## src/rtl/pwm_pkg.sv

```systemverilog
package pwm_pkg;
    localparam int ADDR_W = 6;
    localparam int PRE_W  = 3;

    localparam logic [ADDR_W-1:0] ADR_EN  = 6'h00;
    localparam logic [ADDR_W-1:0] ADR_POL = 6'h01;
    localparam logic [ADDR_W-1:0] ADR_SEL = 6'h02;
    localparam logic [ADDR_W-1:0] ADR_CAT = 6'h03;
    localparam logic [ADDR_W-1:0] ADR_PRE = 6'h04;
    localparam logic [ADDR_W-1:0] ADR_SCA = 6'h05;
    localparam logic [ADDR_W-1:0] ADR_SCB = 6'h06;

    // group codes in the upper address bits for per-channel arrays
    localparam int GRP_PER  = 2;
    localparam int GRP_DUTY = 3;
endpackage

```

## src/rtl/pwm_regfile.sv

```systemverilog
module pwm_regfile
    import pwm_pkg::*;
#(
    parameter int NCH = 8,
    parameter int CW  = 8
) (
    input  logic                     clk,
    input  logic                     rst_n,
    input  logic                     wr_en,
    input  logic [ADDR_W-1:0]        wr_addr,
    input  logic [CW-1:0]            wr_data,
    output logic [NCH-1:0]           en_o,
    output logic [NCH-1:0]           pol_o,
    output logic [NCH-1:0]           sel_o,
    output logic [NCH/2-1:0]         cat_o,
    output logic [PRE_W-1:0]         pre_a_o,
    output logic [PRE_W-1:0]         pre_b_o,
    output logic [CW-1:0]            scl_a_o,
    output logic [CW-1:0]            scl_b_o,
    output logic [NCH-1:0][CW-1:0]   per_o,
    output logic [NCH-1:0][CW-1:0]   duty_o
);
    localparam int NP = NCH / 2;
    localparam int IW = $clog2(NCH);

    typedef struct packed {
        logic [NCH-1:0]         en;
        logic [NCH-1:0]         pol;
        logic [NCH-1:0]         sel;
        logic [NP-1:0]          cat;
        logic [PRE_W-1:0]       pa;
        logic [PRE_W-1:0]       pb;
        logic [CW-1:0]          sa;
        logic [CW-1:0]          sb;
        logic [NCH-1:0][CW-1:0] per;
        logic [NCH-1:0][CW-1:0] duty;
    } rf_t;

    rf_t rf_d, rf_q;
    logic [ADDR_W-1:0] grp;

    always_comb begin
        rf_d = rf_q;
        grp  = wr_addr >> IW;
        if (wr_en) begin
            case (wr_addr)
                ADR_EN:  rf_d.en  = wr_data[NCH-1:0];
                ADR_POL: rf_d.pol = wr_data[NCH-1:0];
                ADR_SEL: rf_d.sel = wr_data[NCH-1:0];
                ADR_CAT: rf_d.cat = wr_data[NP-1:0];
                ADR_PRE: begin
                    rf_d.pa = wr_data[PRE_W-1:0];
                    rf_d.pb = wr_data[4+PRE_W-1:4];
                end
                ADR_SCA: rf_d.sa = wr_data;
                ADR_SCB: rf_d.sb = wr_data;
                default: begin
                    if (grp == ADDR_W'(GRP_PER))
                        rf_d.per[wr_addr[IW-1:0]] = wr_data;
                    else if (grp == ADDR_W'(GRP_DUTY))
                        rf_d.duty[wr_addr[IW-1:0]] = wr_data;
                end
            endcase
        end
    end

    always_ff @(posedge clk) begin
        if (!rst_n) rf_q <= '0;
        else        rf_q <= rf_d;
    end

    assign en_o    = rf_q.en;
    assign pol_o   = rf_q.pol;
    assign sel_o   = rf_q.sel;
    assign cat_o   = rf_q.cat;
    assign pre_a_o = rf_q.pa;
    assign pre_b_o = rf_q.pb;
    assign scl_a_o = rf_q.sa;
    assign scl_b_o = rf_q.sb;
    assign per_o   = rf_q.per;
    assign duty_o  = rf_q.duty;
endmodule

```

## src/rtl/pwm_scaler.sv

```systemverilog
module pwm_scaler
    import pwm_pkg::*;
#(
    parameter int CW = 8
) (
    input  logic             clk,
    input  logic             rst_n,
    input  logic [PRE_W-1:0] pre,
    input  logic [CW-1:0]    scl,
    output logic             tick_o,
    output logic             stick_o
);
    localparam int PCW = (1 << PRE_W) - 1;
    localparam int SCW = CW + 1;

    typedef struct packed {
        logic [PCW-1:0] pc;
        logic [SCW-1:0] sc;
    } sc_t;

    sc_t s_d, s_q;
    logic [PCW-1:0] mask;
    logic [SCW-1:0] lim;

    always_comb begin
        mask    = PCW'((32'd1 << pre) - 32'd1);
        tick_o  = (s_q.pc & mask) == mask;
        lim     = (scl == '0) ? {SCW{1'b1}} : (({1'b0, scl}) << 1) - SCW'(1);
        stick_o = tick_o && (s_q.sc >= lim);
        s_d.pc  = s_q.pc + PCW'(1);
        s_d.sc  = s_q.sc;
        if (tick_o)
            s_d.sc = (s_q.sc >= lim) ? '0 : s_q.sc + SCW'(1);
    end

    always_ff @(posedge clk) begin
        if (!rst_n) s_q <= '0;
        else        s_q <= s_d;
    end


    pre_zero_chk: assert property (@(posedge clk) disable iff (!rst_n)
        (pre == '0) |-> tick_o);

    sa_gap_chk: assert property (@(posedge clk) disable iff (!rst_n)
        stick_o |=> !stick_o);
endmodule

```

## src/rtl/pwm_pair.sv

```systemverilog
module pwm_pair #(
    parameter int CW = 8
) (
    input  logic               clk,
    input  logic               rst_n,
    input  logic [1:0]         tick_i,
    input  logic [1:0]         en_i,
    input  logic [1:0]         pol_i,
    input  logic               cat_i,
    input  logic [1:0][CW-1:0] per_i,
    input  logic [1:0][CW-1:0] duty_i,
    output logic [1:0]         pwm_o
);
    localparam int WW = 2 * CW;

    typedef struct packed {
        logic [1:0][CW-1:0] cnt;
        logic [1:0][CW-1:0] per_sh;
        logic [1:0][CW-1:0] duty_sh;
        logic [1:0]         en_prev;
    } pr_t;

    pr_t p_d, p_q;
    logic [1:0]    run, load;
    logic [WW-1:0] cnt_w, per_w, duty_w;
    logic          act_w;

    always_comb begin
        p_d         = p_q;
        p_d.en_prev = en_i;
        load        = '0;
        run         = '0;
        pwm_o       = '0;
        cnt_w  = {p_q.cnt[0], p_q.cnt[1]};
        per_w  = {p_q.per_sh[0], p_q.per_sh[1]};
        duty_w = {p_q.duty_sh[0], p_q.duty_sh[1]};
        act_w  = cnt_w < duty_w;
        if (cat_i) begin
            run = {2{en_i[1]}};
            if (!en_i[1]) begin
                p_d.cnt = '0;
            end else if (!p_q.en_prev[1]) begin
                p_d.cnt = '0;
                load    = 2'b11;
            end else if (tick_i[1]) begin
                if ({1'b0, cnt_w} + {{WW{1'b0}}, 1'b1} >= {1'b0, per_w}) begin
                    p_d.cnt = '0;
                    load    = 2'b11;
                end else begin
                    {p_d.cnt[0], p_d.cnt[1]} = cnt_w + {{(WW-1){1'b0}}, 1'b1};
                end
            end
            pwm_o[1] = en_i[1] & (pol_i[1] ? act_w : ~act_w);
        end else begin
            for (int i = 0; i < 2; i++) begin
                run[i] = en_i[i];
                if (!en_i[i]) begin
                    p_d.cnt[i] = '0;
                end else if (!p_q.en_prev[i]) begin
                    p_d.cnt[i] = '0;
                    load[i]    = 1'b1;
                end else if (tick_i[i]) begin
                    if ({1'b0, p_q.cnt[i]} + {{CW{1'b0}}, 1'b1} >= {1'b0, p_q.per_sh[i]}) begin
                        p_d.cnt[i] = '0;
                        load[i]    = 1'b1;
                    end else begin
                        p_d.cnt[i] = p_q.cnt[i] + {{(CW-1){1'b0}}, 1'b1};
                    end
                end
                pwm_o[i] = en_i[i] & (pol_i[i] ? (p_q.cnt[i] <  p_q.duty_sh[i])
                                               : (p_q.cnt[i] >= p_q.duty_sh[i]));
            end
        end
        for (int i = 0; i < 2; i++) begin
            if (load[i]) begin
                p_d.per_sh[i]  = per_i[i];
                p_d.duty_sh[i] = duty_i[i];
            end
        end
    end

    always_ff @(posedge clk) begin
        if (!rst_n) p_q <= '0;
        else        p_q <= p_d;
    end

    for (genvar g = 0; g < 2; g++) begin : g_chk

        shadow_hold_chk: assert property (@(posedge clk) disable iff (!rst_n)
            !load[g] |=> ($stable(p_q.per_sh[g]) && $stable(p_q.duty_sh[g])));

        off_clear_chk: assert property (@(posedge clk) disable iff (!rst_n)
            !run[g] |=> (p_q.cnt[g] == '0));
    end


    cat_even_low_chk: assert property (@(posedge clk) disable iff (!rst_n)
        cat_i |-> !pwm_o[0]);
endmodule

```

## src/rtl/pwm_multi.sv

```systemverilog
module pwm_multi
    import pwm_pkg::*;
#(
    parameter int NCH = 8,
    parameter int CW  = 8
) (
    input  logic              clk,
    input  logic              rst_n,
    input  logic              wr_en,
    input  logic [ADDR_W-1:0] wr_addr,
    input  logic [CW-1:0]     wr_data,
    output logic [NCH-1:0]    pwm_o
);
    localparam int NP = NCH / 2;

    logic [NCH-1:0]         en, pol, sel, ch_tick;
    logic [NP-1:0]          cat;
    logic [PRE_W-1:0]       pre_a, pre_b;
    logic [CW-1:0]          scl_a, scl_b;
    logic [NCH-1:0][CW-1:0] per, duty;
    logic [1:0][PRE_W-1:0]  pre_s;
    logic [1:0][CW-1:0]     scl_s;
    logic [1:0]             tk, stk;

    pwm_regfile #(.NCH(NCH), .CW(CW)) u_regs (
        .clk(clk), .rst_n(rst_n), .wr_en(wr_en), .wr_addr(wr_addr), .wr_data(wr_data),
        .en_o(en), .pol_o(pol), .sel_o(sel), .cat_o(cat),
        .pre_a_o(pre_a), .pre_b_o(pre_b), .scl_a_o(scl_a), .scl_b_o(scl_b),
        .per_o(per), .duty_o(duty)
    );

    assign pre_s = {pre_b, pre_a};
    assign scl_s = {scl_b, scl_a};

    for (genvar s = 0; s < 2; s++) begin : g_side
        pwm_scaler #(.CW(CW)) u_scaler (
            .clk(clk), .rst_n(rst_n), .pre(pre_s[s]), .scl(scl_s[s]),
            .tick_o(tk[s]), .stick_o(stk[s])
        );
    end

    for (genvar i = 0; i < NCH; i++) begin : g_sel
        localparam int SIDE = (i / 2) % 2;
        assign ch_tick[i] = sel[i] ? stk[SIDE] : tk[SIDE];
    end

    for (genvar p = 0; p < NP; p++) begin : g_pair
        pwm_pair #(.CW(CW)) u_pair (
            .clk(clk), .rst_n(rst_n),
            .tick_i(ch_tick[2*p+1:2*p]), .en_i(en[2*p+1:2*p]), .pol_i(pol[2*p+1:2*p]),
            .cat_i(cat[p]), .per_i(per[2*p+1:2*p]), .duty_i(duty[2*p+1:2*p]),
            .pwm_o(pwm_o[2*p+1:2*p])
        );
    end
endmodule

```

## config.mk

```make
export PLATFORM = sky130hd
export DESIGN_NAME = pwm_multi
export DESIGN_NICKNAME = d
export VERILOG_FILES = /design/src/rtl/pwm_pkg.sv /design/src/rtl/pwm_regfile.sv /design/src/rtl/pwm_scaler.sv /design/src/rtl/pwm_pair.sv /design/src/rtl/pwm_multi.sv
export SDC_FILE = /design/constraint.sdc
export NUM_CORES = 1
export LEC_CHECK = 0
export CAP_MARGIN = 20
export CORE_MARGIN = 2
export CORE_UTILIZATION = 40
export CTS_BUF_LIST = sky130_fd_sc_hd__clkbuf_2
export DETAILED_ROUTE_END_ITERATION = 10
export PLACE_DENSITY = 0.58
export REMOVE_ABC_BUFFERS = 1
export SYNTH_ARGS = -nofsm -noshare
export SYNTH_HDL_FRONTEND = slang
export SYNTH_SLANG_ARGS = --single-unit
```

## constraint.sdc

```tcl
create_clock -name clk -period 4.43 [get_ports clk]
set_input_delay 0.886 -clock clk [delete_from_list [all_inputs] [get_ports clk]]
set_output_delay 0.886 -clock clk [all_outputs]
set_load 0.05 [all_outputs]
```

# Word-level counts from Yosys, hierarchy flattened
# Cells that the tools add are included.
# totals
ff_bits	410
input_bits	17
output_inout_bits	8
word_cells	328
# op_classes
addsub	32
n_lt_le_gt_ge	36
eq_ne	22
shifts	2
muxes	140
bitwise_logic	20
n_reduce_logical	20
# ops
op	count
16-bit two-way mux	20
8-bit two-way mux	33
64-bit bitwise mux	2
8-bit by 1-bit adder with 9-bit output, second input constant	8
9-bit by 8-bit greater-or-equal comparator with 1-bit output	8
16-bit by 1-bit adder with 17-bit output, second input constant	4
17-bit by 16-bit greater-or-equal comparator with 1-bit output	4
16-bit by 1-bit adder with 16-bit output, second input constant	4
8-bit by 1-bit adder with 8-bit output, second input constant	8
8-bit greater-or-equal comparator	8
16-bit < comparator	4
8-bit < comparator	8
1-bit two-way mux	60
2-bit two-way mux	20
9-bit two-way mux	4
4-bit != test, second input constant	8
8-bit demux with 3-bit select	1
2-bit AND reduction	11
9-bit by 1-bit adder with 9-bit output, second input constant	2
6-bit by 3-bit == test with 1-bit output, second input constant	3
9-bit greater-or-equal comparator	2
9-bit by 1-bit subtractor with 9-bit output, second input constant	2
8-bit zero test	2
7-bit by 1-bit adder with 7-bit output, second input constant	2
17 further kinds	44

# Logic depth before layout (Yosys ltp)
# Gate-level depths: netlist (run 1).
# depth
ltp_word	10
depth_mapped	18

# By module
# Synthesis (run 1) repeated with hierarchy kept, for this count alone.
# unflattened
hier_cells	2704
hier_area_um2	23303.6
# modules_own_cells
module	instances	cells_each	area_per_inst_um2	seq_area_each_um2
pwm_pair (g_pair[2].u_pair ...)	2	436	3514.6	1001.0
pwm_regfile	1	619	6503.7	3563.4
pwm_pair (g_pair[0].u_pair)	1	477	3773.6	1001.0
pwm_pair (g_pair[1].u_pair)	1	445	3490.8	1001.0
pwm_scaler (g_side[0].u_scaler)	1	143	1227.4	320.3
pwm_scaler (g_side[1].u_scaler)	1	140	1188.6	320.3
pwm_multi	1	8	90.1	0.0

# Least setup slack after synthesis (run 1)
# No wires, ideal clock.
# synth_path
path_type	flip-flop to flip-flop
start	reg u_regs.rf_q (netlist bit u_regs.scl_b_o[0])
end	reg g_pair[1].u_pair.p_q (netlist bit g_pair[1].u_pair.duty_w[10])
arrival_ps	3648
setup_slack_ps	710
path_stages_with_launch	18
path_buffers	2
synth_period_minus_slack_ps	3720
path_cell_list	dfxtp_1 > inv_1 > ha_1 > nand2_1 > or3_1 > or3_1 > and2_1 > ha_1 > a211o_1 > o2111ai_1 > a31oi_1 > a211oi_4 > a21o_1 > buf_6 > a211oi_2 > a211oi_4 > buf_6 > mux2i_1
# synth_between
elab_chain_cells	9
word_cells_on_any_way	14
classes_between	add/sub (1); order compare (1); mux (10); reduce/logical (2)
# synth_lines
element	line	source
start, declared	pwm_regfile.sv:39	rf_t rf_d, rf_q;
start signal, assigned	pwm_regfile.sv:69	else rf_q <= rf_d;
9-bit by 1-bit subtractor with 9-bit output or 8-bit zero test (tied branches)	pwm_scaler.sv:28	lim = (scl == '0) ? {SCW{1'b1}} : (({1'b0, scl}) << 1) - SCW'(1);
9-bit two-way mux *	pwm_scaler.sv:28	
9-bit greater-or-equal comparator *	pwm_scaler.sv:29	stick_o = tick_o && (s_q.sc >= lim);
1-bit logical AND *	pwm_scaler.sv:29	
1-bit two-way mux	pwm_multi.sv:44	assign ch_tick[i] = sel[i] ? stk[SIDE] : tk[SIDE];
1-bit two-way mux or 2-bit two-way mux (tied branches)	pwm_pair.sv:62, pwm_pair.sv:45	
1-bit two-way mux or 2-bit two-way mux (tied branches)	pwm_pair.sv:59, pwm_pair.sv:42	
1-bit two-way mux or 2-bit two-way mux (tied branches)	pwm_pair.sv:57, pwm_pair.sv:40	
2-bit two-way mux *	pwm_pair.sv:38	if (cat_i) begin
end signal, assigned	pwm_pair.sv:84	else p_q <= p_d;
end, declared	pwm_pair.sv:23	pr_t p_d, p_q;
# Every way passes the cells marked *; elsewhere a longest branch is shown, timed or not.
# A chain may end at the register's enable or synchronous reset.

# Worst setup path after layout (run 1)
# layout_path
start	reg g_pair[0].u_pair.p_q (netlist bit g_pair[0].u_pair.cnt_w[4])
end	out pwm_o[1]
# layout_between
elab_chain_cells	5
word_cells_on_any_way	9
classes_between	order compare (3); mux (3); bitwise (3)
# layout_lines
element	line	source
start, declared	pwm_pair.sv:23	
start signal, assigned	pwm_pair.sv:84	
16-bit < comparator	pwm_pair.sv:37	act_w = cnt_w < duty_w;
1-bit NOT	pwm_pair.sv:53	pwm_o[1] = en_i[1] & (pol_i[1] ? act_w : ~act_w);
1-bit two-way mux	pwm_pair.sv:53	
1-bit AND	pwm_pair.sv:53	
1-bit two-way mux *	pwm_pair.sv:38	
end, declared	pwm_multi.sv:12	output logic [NCH-1:0] pwm_o
# Marks and branches as above.

==> qor.yml, run 1 <==
final_cell_mix: "398 x dfxtp_1, 300 x nor2_1, 200 x nand2_1"
io_pins: 25
drc_errors: 0
portBuffers: 24
max-clock-path-buffers: 3
r2r-start: "g_pair[1].u_pair.cnt_w[1]$_SDFFE_PN0P_"
total_power_mw: 6.706
status: "finished clean"
die_area_um2: 58120
fin_skew_ns: 0.09326
tritoncts: "done"
highest_layer: "met4"
crit_type: "reg2out"
wl_met2_um: 27260
via_per_inst: 5.358
fin_crit_sh_pct: 95.62
ys_warn_count: 0
cts_root_buffer: "clkbuf_2"
finalWorstSetupSlack_ns: 0.1939
tightest_slew_ns: 1.095
holdCritPathClass: "in2reg"
vias: 18940
r2r_slack_ns: 0.36
grt-ovfl-total: 0
final_common_cell: "dfxtp_1"
cp_common_cell: "o21ai_0"
timing.fmax_mhz: 236.1
die_x_um: 241.1
h-tree-depth: 3
ys_ff_latch: 410
yosysTopAreaCell: "dfxtp_1"
synth_top_cells_by_area: "dfxtp_1 37%, ha_1 11%, mux2i_1 8.5%"
slowest_delay_ns: 0.43
max-slew-margin-rel_pct: 26.72
critPathTopFamily: "compound AO/OA/AOI/OAI gates"
grt_max_degree: 151
cap_viol_max_count: 0
antenna_found_initial: 2
setup_violations: 0
ant_nets: 0
worstRegToRegCells: 17
rsz0062_at_grt: "true"
ir_drop_mv: 0.1495
leakage_nw: 10.42
synth_edf_count: 0
cts_made_buffers: 112
synth_cell_types: 80
wl_um: 58590
clock-sinks: 410
row_count: 86
clk_latency_ns: 1.14
firstDrtPassIters: 5
synth_ff_type: "dfxtp_1"
grt_use_total_pct: 20.27
avgSynthCellArea_um2: 8.510
drtIter0Drc: 1214
cp.arrival_ns: 3.35
post-route-min-period_ns: 4.236
slew_viol_final: 0
path_max_fanout: 7
critPathBufInv: 1
layout.nets: 2904
hold_viol_final: 0
path_clk_slew_ns: 0.12
start_util_pct: 40.65
crit_chain: "ha_1, or3_1, o21ai_0, a21oi_2, a21o_1, a211oi_2, o21ai_0, a2bb2o_2, buf_6"
utilization_pct: 44.57
crit_required_ns: 3.54
n_fill_cell: 5549
dpl.hpwl_um: 39610
hp-start: "rst_n"
fp.dieH_um: 241.1
async_reset_ff_share_pct: 0
coreArea_um2: 55310
wl_met3_um: 2107
regToRegEndpoint: "g_pair[1].u_pair.duty_w[4]$_SDFFE_PN0P_"
cp-end-kind: "output port"
start_kind: "flop"
place_ws_ns: 0.2533
critPathSlowestCell: "dfxtp_2"
area_growth_pct: 9.627
syn_inst: 2642
drive_gt1_share_pct: 10.68
synth_seq_area_share_pct: 36.51
gp_congestion: 0.8947
syn_area_um2: 22480
power_density_nw_per_um2: 272.1
wl_met1_um: 27940
post_drt_wl_per_cell_um: 16.57
holdPathEnd: "g_pair[2].u_pair.duty_w[3]$_SDFFE_PN0P_"
critPathLaunch: "g_pair[0].u_pair.cnt_w[4]$_SDFFE_PN0P_"
grt_pass1_vias: 18410
fin_tns_setup_ns: 0
grt_first_pass_wirelength_um: 95220
hold-path-cell-count: 3
synth_top_area_share_pct: 36.51
sequential cells by signal, indices dropped and copies added, names as in the netlist:
signal	cells
g_pair.u_pair.cnt_w	64
g_pair.u_pair.duty_w	64
g_pair.u_pair.p_q	72
g_side.u_scaler.s_q	32
u_regs.cat_o	4
u_regs.duty_o	64
u_regs.en_o	8
u_regs.per_o	64
u_regs.pol_o	8
u_regs.pre_a_o	3
u_regs.pre_b_o	3
u_regs.scl_a_o	8
u_regs.scl_b_o	8
u_regs.sel_o	8
Yosys cell counts (all sizes together), types with 5 or more instances:
| library cell | instances |
|---|---|
| nor2b | 24 |
| nand3 | 182 |
| a311oi | 14 |
| a211oi | 23 |
| o21a | 12 |
| and2 | 19 |
| nor3b | 8 |
| xor2 | 50 |
| mux2i | 190 |
| or2 | 5 |
| and4 | 7 |
| a22oi | 6 |
| a21o | 42 |
| nand2 | 200 |
| o21ai | 128 |
| nor2 | 302 |
| clkbuf | 109 |
| nor4 | 6 |
| a211o | 8 |
| a31oi | 22 |
| nand2b | 21 |
| ha | 196 |
| nand4 | 35 |
| or3 | 19 |
| a21oi | 109 |
| nor3 | 25 |
| xnor2 | 59 |
| dfxtp | 410 |
| o2111ai | 7 |
| nand3b | 17 |
| inv | 162 |
| a2111oi | 5 |
| and3 | 44 |
| buf | 28 |
| o211ai | 9 |
| o31ai | 84 |
cell type report:
class,instances,area (um2),area share [%]
Antenna cell,5,12.51,0.05076
Clock buffer,163,815.8,3.310
Clock inverter,42,203.9,0.8274
Inverter,162,615.6,2.497
Multi-Input combinational cell,1933,13230,53.68
Sequential cell,410,8228,33.38
Tap cell,748,935.9,3.797
Timing Repair Buffer,72,606.8,2.462
report_power, final:
part           internal (mW)  switching [mW]  leakage (nW)
clock network           1.06            1.67         0.783
registers               3.70          0.0206          3.31
logic                 0.0675           0.192          6.32
total                   4.82            1.88          10.4
through the flow:
step	hold WS (ns)	instances	area [um2]
6_report	0.2460	3535	24650
5_1_grt	0.1427	3535	24650
4_1_cts	0.1788	3528	24570
3_5_place_dp	0.4486	3320	23460
3_3_place_gp	0.4404	3319	23460
2_1_floorplan	0.4321	2505	21930
per-layer routing:
layer  global-route usage, %  vias up
met2                   33.93      341
li1                        -     9510
met1                   26.55     8984
met5                       0        -
met4                   6.079        0
met3                   3.614      105
cells by family (layout without fill, tap and decap cells):
kind of cell | after synthesis | after routing | share of synthesized area [%]
flops | 410 | 410 | 36.51
mux | 192 | 192 | 8.559
simple gates | 916 | 916 | 19.11
fa+ha+maj | 196 | 196 | 10.91
xor+xnor | 109 | 109 | 4.246
other cells | 0 | 5 | 0
buf+inv | 299 | 439 | 5.170
compound gates | 520 | 520 | 15.50
worst reg2reg max path: cells and delay by family, from the launching register on:
family | cells | cell delay, ns
and+or+nand+nor | 6 | 0.97
xor gates and xnor gates | 1 | 0.19
DFF | 1 | 0.37
AOI/OAI and AO/OA | 6 | 1.57
adders and majority gates | 2 | 0.51
buffers and inverters | 2 | 0.36
worst max path at each step:
stage / slack [ns] / end / cells past startpoint
2_1_floorplan: -1.31 / g_pair[3].u_pair.cnt_w[8]$_SDFFE_PN0P_ / 3
3_3_place_gp: 0.26 / g_pair[1].u_pair.duty_w[4]$_SDFFE_PN0P_ / 16
3_5_place_dp: 0.25 / g_pair[1].u_pair.duty_w[4]$_SDFFE_PN0P_ / 16
4_1_cts: -0.03 / pwm_o[7] / 11
5_1_grt: -0.12 / pwm_o[3] / 10
6_report: 0.19 / pwm_o[1] / 9
what timing repair did:
action | in CTS | in global routing
buffers inserted | 3 | 1
hold buffers | 0 | 0
gates cloned | 0 | 0
gates resized for setup | 58 | 34
pin swaps | 6 | 6
setup endpoints to repair | 8 | 24
(Power assumes the default switching activity.)
==> inputs of run 2 (changes only) <==
CAP_MARGIN = unset   (was 20)
CORE_ASPECT_RATIO = 1.1   (was unset)
==> qor.yml, run 2 (synthesis gave the netlist of run 1 again) <==
status: "finished clean"
largest_reg_flops: 72
grt_first_pass_wirelength_um: 95410
row_count: 91
path_max_fanout: 6
via_per_inst: 5.399
drc_errors: 0
clock-sinks: 410
cp-end-kind: "output port"
max-clock-path-buffers: 3
grt_max_degree: 137
start_kind: "flop"
cts_made_buffers: 107
power.share.sequential_pct: 57.1
firstDrtPassIters: 7
area_growth_pct: 9.505
grt-ovfl-total: 0
top_register: "g_pair.u_pair.p_q"
cap_viol_max_count: 0
crit_required_ns: 3.54
grt_use_total_pct: 20.13
antenna_found_initial: 2
tightest_slew_ns: 1.005
pwr-share-comb_pct: 4.1
switching_share_pct: 27.13
vias: 18950
coreArea_um2: 55790
dp_cells: 3324
rsz0062_at_grt: "true"
gp_congestion: 0.8514
drtIter0Drc: 1095
final_cell_mix: "399 x dfxtp_1, 301 x nor2_1, 200 x nand2_1"
grt_pass1_vias: 18870
portBuffers: 24
wl_um: 58850
dpl.hpwl_um: 40130
fin_skew_ns: 0.06730
fp.dieH_um: 252.7
layout.nets: 2906
die_x_um: 230.1
tritoncts: "done"
slowest_delay_ns: 0.43
crit_type: "reg2out"
ir_drop_mv: 0.1383
power_density_nw_per_um2: 264.7
clk_latency_ns: 1.08
leakage_nw: 10.38
h-tree-depth: 3
fin_crit_sh_pct: 96.45
drive_gt1_share_pct: 10.35
slew_viol_final: 0
cp.arrival_ns: 3.39
max-slew-margin-rel_pct: 32.73
cts_root_buffer: "clkbuf_2"
start_util_pct: 40.30
path_clk_slew_ns: 0.11
holdCritPathClass: "in2reg"
die_area_um2: 58130
clock_power_share_pct: 38.8
crit_chain: "ha_4, or3_1, o21ai_1, a21oi_1, a21o_1, a2111oi_4, o221ai_1, o311a_1, buf_6"
hold_buffers: 0
total_power_mw: 6.518
io_pins: 25
setup_violations: 0
critPathSlowestCell: "a2111oi_4"
p_sw_mw: 1.768
hold_viol_final: 0
post_drt_wl_per_cell_um: 16.77
utilization_pct: 44.13
post-route-min-period_ns: 4.273
final_common_cell: "dfxtp_1"
p_int_mw: 4.749
layout.cells.non_filler: 3509
timing.fmax_mhz: 234.0
ant_nets: 0
-- run 2: timing repair --
item                       in CTS  in global routing
setup buffers                   3                  0
setup endpoints to repair       8                 39
pin swaps                       9                 12
gates resized for setup        65                 27
cloned                          0                  1
-- run 2: power by group through the flow --
stage	clock, mW	sequential [mW]	combinational, mW
after global placement	0	3.81	0.262
final	2.53	3.72	0.267
after detailed placement	0	3.81	0.265
after global routing	2.86	3.73	0.288
after CTS	2.66	3.72	0.267
after floorplan	0	3.80	0.106
-- run 2: stage by stage --
stage / TNS (ns) / instance area [um2] / hold WS, ns / setup slack (ns)
finish: 0 / 24620 / 0.1960 / 0.1571
floorplan: -254.15 / 21930 / 0.4321 / -1.305
global route: -0.1235 / 24620 / 0.09522 / -0.08661
detailed placement: 0 / 23540 / 0.4470 / 0.2105
CTS: 0 / 24530 / 0.04324 / 0.009617
global placement: 0 / 23540 / 0.4404 / 0.2523
-- run 2: area by class of cell --
cell class	count	area [um2]
sequential	410	8229
antenna	1	2.502
multi-input combinational	1934	13270
fill	5522	31170
tap	744	930.9
clock inverter	26	133.9
timing repair buffer	78	666.9
clock buffer	154	770.7
inverter	162	615.6
-- run 2: worst max-delay path, delay by kind of cell, from the launching register on --
| kind | cells | cell delay (ns) |
|---|---|---|
| compound gates | 6 | 1.16 |
| flops | 1 | 0.42 |
| simple gates | 1 | 0.36 |
| fa+ha+maj | 1 | 0.23 |
| buf+inv | 1 | 0.17 |
-- run 2: worst paths after layout --
kind / from / to / slack (ns) / depth (start not counted)
worst min-delay path: rst_n / g_pair[3].u_pair.duty_w[10]$_SDFFE_PN0P_ / 0.20 / 3
worst max register to register: u_regs.scl_b_o[1]$_SDFFE_PN0P_ / g_pair[1].u_pair.cnt_w[11]$_SDFFE_PN0P_ / 0.31 / 16
worst min register to register: u_regs.duty_o[12]$_SDFFE_PN0P_ / g_pair[0].u_pair.duty_w[4]$_SDFFE_PN0P_ / 0.43 / 2
worst max-delay path: g_pair[3].u_pair.cnt_w[4]$_SDFFE_PN0P_ / pwm_o[7] / 0.16 / 9
-- run 2: per-layer routing --
layer,up-vias,global-route usage [%],share of wire (%)
li1,9513,-,-
met1,8926,23.87,44
met2,364,35.08,48
met3,140,3.430,4.1
met4,2,9.935,3.8
met5,-,0,0.022
